$ cat config.mk
export PLATFORM = sky130hd
export DESIGN_NAME = accel_power_seq
export DESIGN_NICKNAME = d
export VERILOG_FILES = /design/src/rtl/accel_power_seq_pkg.sv /design/src/rtl/accel_power_seq_ctrl.sv /design/src/rtl/accel_power_seq_rate.sv /design/src/rtl/accel_power_seq.sv
export SDC_FILE = /design/constraint.sdc
export NUM_CORES = 1
export LEC_CHECK = 0
export BUFFER_PORTS_ARGS = -buffer_cell sky130_fd_sc_hd__buf_2
export CAP_MARGIN = 10
export CORE_UTILIZATION = 59
export CTS_BUF_LIST = sky130_fd_sc_hd__clkbuf_2 sky130_fd_sc_hd__clkbuf_4 sky130_fd_sc_hd__clkbuf_8
export CTS_CLUSTER_DIAMETER = 80
export CTS_CLUSTER_SIZE = 10
export DETAILED_ROUTE_END_ITERATION = 7
export PLACE_DENSITY_LB_ADDON = 0.2
export SLEW_MARGIN = 15
export SYNTH_ARGS = -nofsm -noshare
export SYNTH_HDL_FRONTEND = slang
export SYNTH_SLANG_ARGS = --single-unit
export TNS_END_PERCENT = 1
$ cat constraint.sdc
create_clock -name clk -period 3.3 [get_ports clk]
set_clock_uncertainty 0.05 [all_clocks]
set_input_delay 0.33 -clock clk [delete_from_list [all_inputs] [get_ports clk]]
set_output_delay 0.33 -clock clk [all_outputs]
set_load 0.02 [all_outputs]
$ cat src/rtl/accel_power_seq_pkg.sv
package accel_power_seq_pkg;

  typedef enum logic [1:0] {
    MODE_STANDBY = 2'd0,
    MODE_NORMAL  = 2'd1,
    MODE_SLEEP   = 2'd2
  } pwrMode_t;

  // control-to-datapath strobes
  typedef struct packed {
    logic run;      // rate generator counting
    logic useWake;  // select wakeup period at next boundary
  } seqCtl_t;

endpackage

$ cat src/rtl/accel_power_seq_ctrl.sv
module accel_power_seq_ctrl
  import accel_power_seq_pkg::*;
#(
  parameter int NUM_DET = 4,
  parameter int ACT_IDX = 0
) (
  input  logic               clk,
  input  logic               rstN,
  input  logic               measureEn,
  input  logic               sleepReq,
  input  logic               autoSleepEn,
  input  logic               linkEn,
  input  logic               inactiveIn,
  output seqCtl_t            seqCtl,
  output logic               drdySuppress,
  output logic               fifoBlock,
  output logic [NUM_DET-1:0] detectEn
);

  localparam logic [NUM_DET-1:0] ACT_ONLY = NUM_DET'(1) << ACT_IDX;
  localparam logic [NUM_DET-1:0] ALL_ON   = '1;

  pwrMode_t modeQ, modeD;
  logic     autoQual, effSleep;

  // auto-sleep is honoured only with link set
  assign autoQual = autoSleepEn & linkEn & inactiveIn;
  assign effSleep = sleepReq | autoQual;

  always_comb begin
    if (!measureEn)     modeD = MODE_STANDBY;
    else if (effSleep)  modeD = MODE_SLEEP;
    else                modeD = MODE_NORMAL;
  end

  always_ff @(posedge clk or negedge rstN) begin
    if (!rstN) modeQ <= MODE_STANDBY;
    else       modeQ <= modeD;
  end

  assign seqCtl.run     = (modeQ != MODE_STANDBY);
  assign seqCtl.useWake = (modeQ == MODE_SLEEP);

  always_comb begin
    unique case (modeQ)
      MODE_NORMAL: begin
        drdySuppress = 1'b0;
        fifoBlock    = 1'b0;
        detectEn     = ALL_ON;
      end
      MODE_SLEEP: begin
        drdySuppress = 1'b1;
        fifoBlock    = 1'b1;
        detectEn     = ACT_ONLY;
      end
      default: begin
        drdySuppress = 1'b0;
        fifoBlock    = 1'b1;
        detectEn     = '0;
      end
    endcase
  end

  // standby masks everything one clock later
  a_r2_standby_masked: assert property (@(posedge clk) disable iff (!rstN)
    !measureEn |=> (detectEn == '0) && fifoBlock && !drdySuppress);

  // sleep request gates data-ready and FIFO
  a_r4_sleep_gates: assert property (@(posedge clk) disable iff (!rstN)
    (measureEn && sleepReq) |=> drdySuppress && fifoBlock);

  // only activity survives in sleep
  a_r7_activity_only: assert property (@(posedge clk) disable iff (!rstN)
    (measureEn && sleepReq) |=> (detectEn == ACT_ONLY));

  // without link, auto-sleep cannot put the core to sleep
  a_r8_link_required: assert property (@(posedge clk) disable iff (!rstN)
    (measureEn && !sleepReq && !linkEn) |=> !drdySuppress && !fifoBlock);

endmodule

$ cat src/rtl/accel_power_seq_rate.sv
module accel_power_seq_rate
  import accel_power_seq_pkg::*;
#(
  parameter int CNT_W           = 12,
  parameter int WAKE_BASE_TICKS = 4
) (
  input  logic             clk,
  input  logic             rstN,
  input  logic             refTick,
  input  seqCtl_t          seqCtl,
  input  logic [1:0]       wakeCode,
  input  logic [CNT_W-1:0] normalDiv,
  output logic             sampleStrobe
);

  localparam logic [CNT_W-1:0] WAKE_BASE = CNT_W'(WAKE_BASE_TICKS);
  localparam logic [CNT_W-1:0] ONE       = CNT_W'(1);

  logic [CNT_W-1:0] cnt, periodLat, nextPeriod, wakePeriod, normPeriod;
  logic             lastTick;

  assign wakePeriod = WAKE_BASE << wakeCode;
  assign normPeriod = (normalDiv == '0) ? ONE : normalDiv;
  assign nextPeriod = seqCtl.useWake ? wakePeriod : normPeriod;
  assign lastTick   = (cnt >= periodLat - ONE);

  always_ff @(posedge clk or negedge rstN) begin
    if (!rstN) begin
      cnt          <= '0;
      periodLat    <= ONE;
      sampleStrobe <= 1'b0;
    end else begin
      sampleStrobe <= 1'b0;
      if (!seqCtl.run) begin
        cnt       <= '0;
        periodLat <= nextPeriod;
      end else if (refTick) begin
        if (lastTick) begin
          sampleStrobe <= 1'b1;
          cnt          <= '0;
          periodLat    <= nextPeriod;   // new period only at boundary
        end else begin
          cnt <= cnt + ONE;
        end
      end
    end
  end

  // no strobe once standby is seen
  a_r2_no_strobe_standby: assert property (@(posedge clk) disable iff (!rstN)
    !seqCtl.run |=> !sampleStrobe);

  // strobe always follows a reference tick
  a_r9_strobe_after_tick: assert property (@(posedge clk) disable iff (!rstN)
    sampleStrobe |-> $past(refTick));

  // strobe is a single-cycle pulse
  a_r9_single_pulse: assert property (@(posedge clk) disable iff (!rstN)
    sampleStrobe |=> !sampleStrobe || $past(refTick));

endmodule

$ cat src/rtl/accel_power_seq.sv
module accel_power_seq
  import accel_power_seq_pkg::*;
#(
  parameter int CNT_W           = 12,
  parameter int WAKE_BASE_TICKS = 4,
  parameter int NUM_DET         = 4,
  parameter int ACT_IDX         = 0
) (
  input  logic               clk,
  input  logic               rstN,
  input  logic               refTick,
  input  logic               measureEn,
  input  logic               sleepReq,
  input  logic               autoSleepEn,
  input  logic               linkEn,
  input  logic               inactiveIn,
  input  logic [1:0]         wakeCode,
  input  logic [CNT_W-1:0]   normalDiv,
  output logic               sampleStrobe,
  output logic               drdySuppress,
  output logic               fifoBlock,
  output logic [NUM_DET-1:0] detectEn
);

  seqCtl_t seqCtl;

  accel_power_seq_ctrl #(
    .NUM_DET (NUM_DET),
    .ACT_IDX (ACT_IDX)
  ) u_ctrl (
    .clk          (clk),
    .rstN         (rstN),
    .measureEn    (measureEn),
    .sleepReq     (sleepReq),
    .autoSleepEn  (autoSleepEn),
    .linkEn       (linkEn),
    .inactiveIn   (inactiveIn),
    .seqCtl       (seqCtl),
    .drdySuppress (drdySuppress),
    .fifoBlock    (fifoBlock),
    .detectEn     (detectEn)
  );

  accel_power_seq_rate #(
    .CNT_W           (CNT_W),
    .WAKE_BASE_TICKS (WAKE_BASE_TICKS)
  ) u_rate (
    .clk          (clk),
    .rstN         (rstN),
    .refTick      (refTick),
    .seqCtl       (seqCtl),
    .wakeCode     (wakeCode),
    .normalDiv    (normalDiv),
    .sampleStrobe (sampleStrobe)
  );

endmodule

==> flow_summary.toml <==
[yosys]
synth_cell_types = 41
syn_inst = 206
avgSynthCellArea_um2 = 9.12
synthDominantCellAreaShare = 0.346
netlist_area_um2 = 1880
synth_top_cell_by_area = "dfrtp_1"
synth_nets = 246
ys_ff_latch = 27
ys_seq_area_frac = 0.360
yosys-top-cells-area = "dfrtp_1, ha_1, xnor2_1, nand3b_1, nor2_1"
ys_warn_count = 0

[setup_path]
startpoint_type = "flop"
critPathArrivalTime_ps = 3230
cpMaxStageDelayCell = "or4_1"
critPathMaxFanout = 27
crit_required_ps = 3500
cp_slowest_stage_delay_ps = 570
cp-end-kind = "flop"
path_class = "reg2reg"
path_cells = "or4_1 -> nor4_1 -> xnor2_1 -> ha_1 -> nand2_1 -> o21ai_1 -> a21o_1 -> a31o_2 -> buf_12 -> nor2_1 -> a31oi_1"

[clock_tree]
htreeDepth = 1
cts_tree = "yes"
numCtsBuffers = 3
ctsResizeCount = 0
clk_pin_slew_ps = 150
clk_path_buf_depth = 2
cts_sinks = 27
clkLatencyLatePin_ps = 320
cts_root_buffer = "clkbuf_4"

[placed_design]
placed_cells = 270
dp_hpwl_mm = 2.94
place_congestion = 0.883
port_buffers = 28
dpl_cell_area_um2 = 2030

[power_and_ir_drop]
ir_drop_mv = 0.332
power-per-cell-area_nw_per_um2 = 352
p_leak_nw = 0.947

[global_route]
grt_pass1_vias = 1507
grt_usage = 0.239
overflow = 0
grt_antenna_before_repair = 0
grt_max_degree = 28
grt_pass1_wl_mm = 6.33

[worst_hold_path]
hp-class = "in2reg"

[sta]
holdWs_ps = 178
slew_headroom = 0.610
worstMarginPinSlew_ps = 585
finalSetupTns_ps = 0
rsz0062_at_grt = "no"
fin_crit_sh = 0.917
final_hold_viol_count = 0
fmax_mhz = 331
period_needed_ps = 3020
finalSetupViolCount = 0
slew_violations = 0

[layout]
layout_commonest_cell = "buf_2"
layout_common_cells = "buf_2, dfrtp_1, ha_1, nor2_1"
nets = 272
drive_gt1_frac = 0.177
stdcell_area_um2 = 2070
diodes = 0
final_cell_count_no_fill = 275
syn2layout_area_growth_pct = 9.99

[detailed_routing]
drc = 0
routed_wl_mm = 3.73
vias = 1573
first_iter_violations = 41
ant_nets = 0
firstDrtPassIters = 4
wl_per_cell_um = 13.6
via_per_inst = 5.72

[die]
placementRows = 20
ioPinCount = 29
fp.dieW_um = 58.4
fp.coreArea_um2 = 3030
start_util = 0.620
die_area_um2 = 3410
die_h_um = 58.4

[run_status]
status = "completed"

[flow_run]
max_cap_viol_count = 0
-- worst paths after layout --
check / start / end / slack (ps) / cells after the start
setup / recovery: u_rate.periodLat[7] / u_rate.periodLat[4] / 280 / 11
hold / removal: measureEn / u_ctrl.modeQ[1] / 180 / 2
setup reg to reg: u_rate.periodLat[7] / u_rate.periodLat[4] / 280 / 11
hold reg to reg: u_rate.periodLat[10] / u_rate.periodLat[10] / 530 / 2
max in group asynchronous: rstN / u_rate.periodLat[0] / 2350 / 2
min in group asynchronous: rstN / u_rate.sampleStrobe / 470 / 2
-- sequential cells by signal, summed over array words and instances, names as in the netlist --
| name | flops |
|---|---|
| u_rate.periodLat | 12 |
| u_ctrl.modeQ | 2 |
| u_rate.cnt | 12 |
| u_rate.sampleStrobe | 1 |
-- where the power goes --
| group | internal (mW) | switching [mW] | total, mW |
|---|---|---|---|
| clock network | 0.0455 | 0.0990 | 0.145 |
| logic | 0.0859 | 0.112 | 0.198 |
| registers | 0.357 | 0.0267 | 0.383 |
-- repair_timing --
action                                 in CTS  in global routing
setup buffers                               0                  0
hold buffers                                1                  0
endpoints found under the hold margin      26                  0
-- final cells by class --
type                    count  area [um2]
fillers                   243         962
well taps                  44        55.1
clock buffers               3        22.5
repair buffers             30         170
inverters                  13        48.8
multi-input cells         157        1090
clock inverters             1        5.00
flip-flops and latches     27         677
-- cells by family (layout without fill, tap and decap cells) --
logic type / after synthesis / in the layout / share of synthesized area
fa+ha+maj: 18 / 18 / 0.120
buf+inv: 22 / 47 / 0.0606
mux: 1 / 1 / 0.00533
compound gates: 46 / 46 / 0.164
flops: 27 / 27 / 0.360
simple gates: 80 / 80 / 0.234
xor+xnor: 12 / 12 / 0.0560
-- critical path: cells and delay by family, from the launching register on --
family,cells,cell delay (ps)
simple gates,4,1020
compound gates,4,860
flops,1,440
fa+ha+maj,1,300
buf+inv,1,160
xor+xnor,1,110
-- stage by stage --
stage,util,worst slack (ps),power [mW]
after floorplan,-,437,0.532
after global placement,0.670,385,0.575
after detailed placement,0.670,298,0.587
after CTS,0.682,262,0.732
after global routing,0.682,34.7,0.771
final,0.682,275,0.726
-- routing by layer --
| layer | up-vias | share of wire | GRT usage |
|---|---|---|---|
| li1 | 787 | - | - |
| met1 | 732 | 0.45 | 0.285 |
| met2 | 47 | 0.51 | 0.450 |
| met3 | 7 | 0.032 | 0.0264 |
| met4 | 0 | 0.011 | 0.0748 |
| met5 | - | 0 | 0 |
-- cells in the mapped netlist, drive strengths merged --
master and instances:
dfrtp 26, o21ai 19, ha 18, nor2 16
nand2 14, inv 13, a21oi 10, nand3b 9
xnor2 8, nand2b 7, a31oi 6, buf 6
nand3 6, nor3 6, nor4 4, xor2 4
a2111oi 3, and2 3, and3 3, clkbuf 3
nand4 3, a31o 2, and4 2, nor2b 2
nor3b 2, a211o 1, a211oi 1, a21boi 1
a21o 1, and4b 1, dfstp 1, mux2i 1
nand4b 1, o221ai 1, o311ai 1, or4 1
No activity file was read; power rests on OpenSTA's default activity.
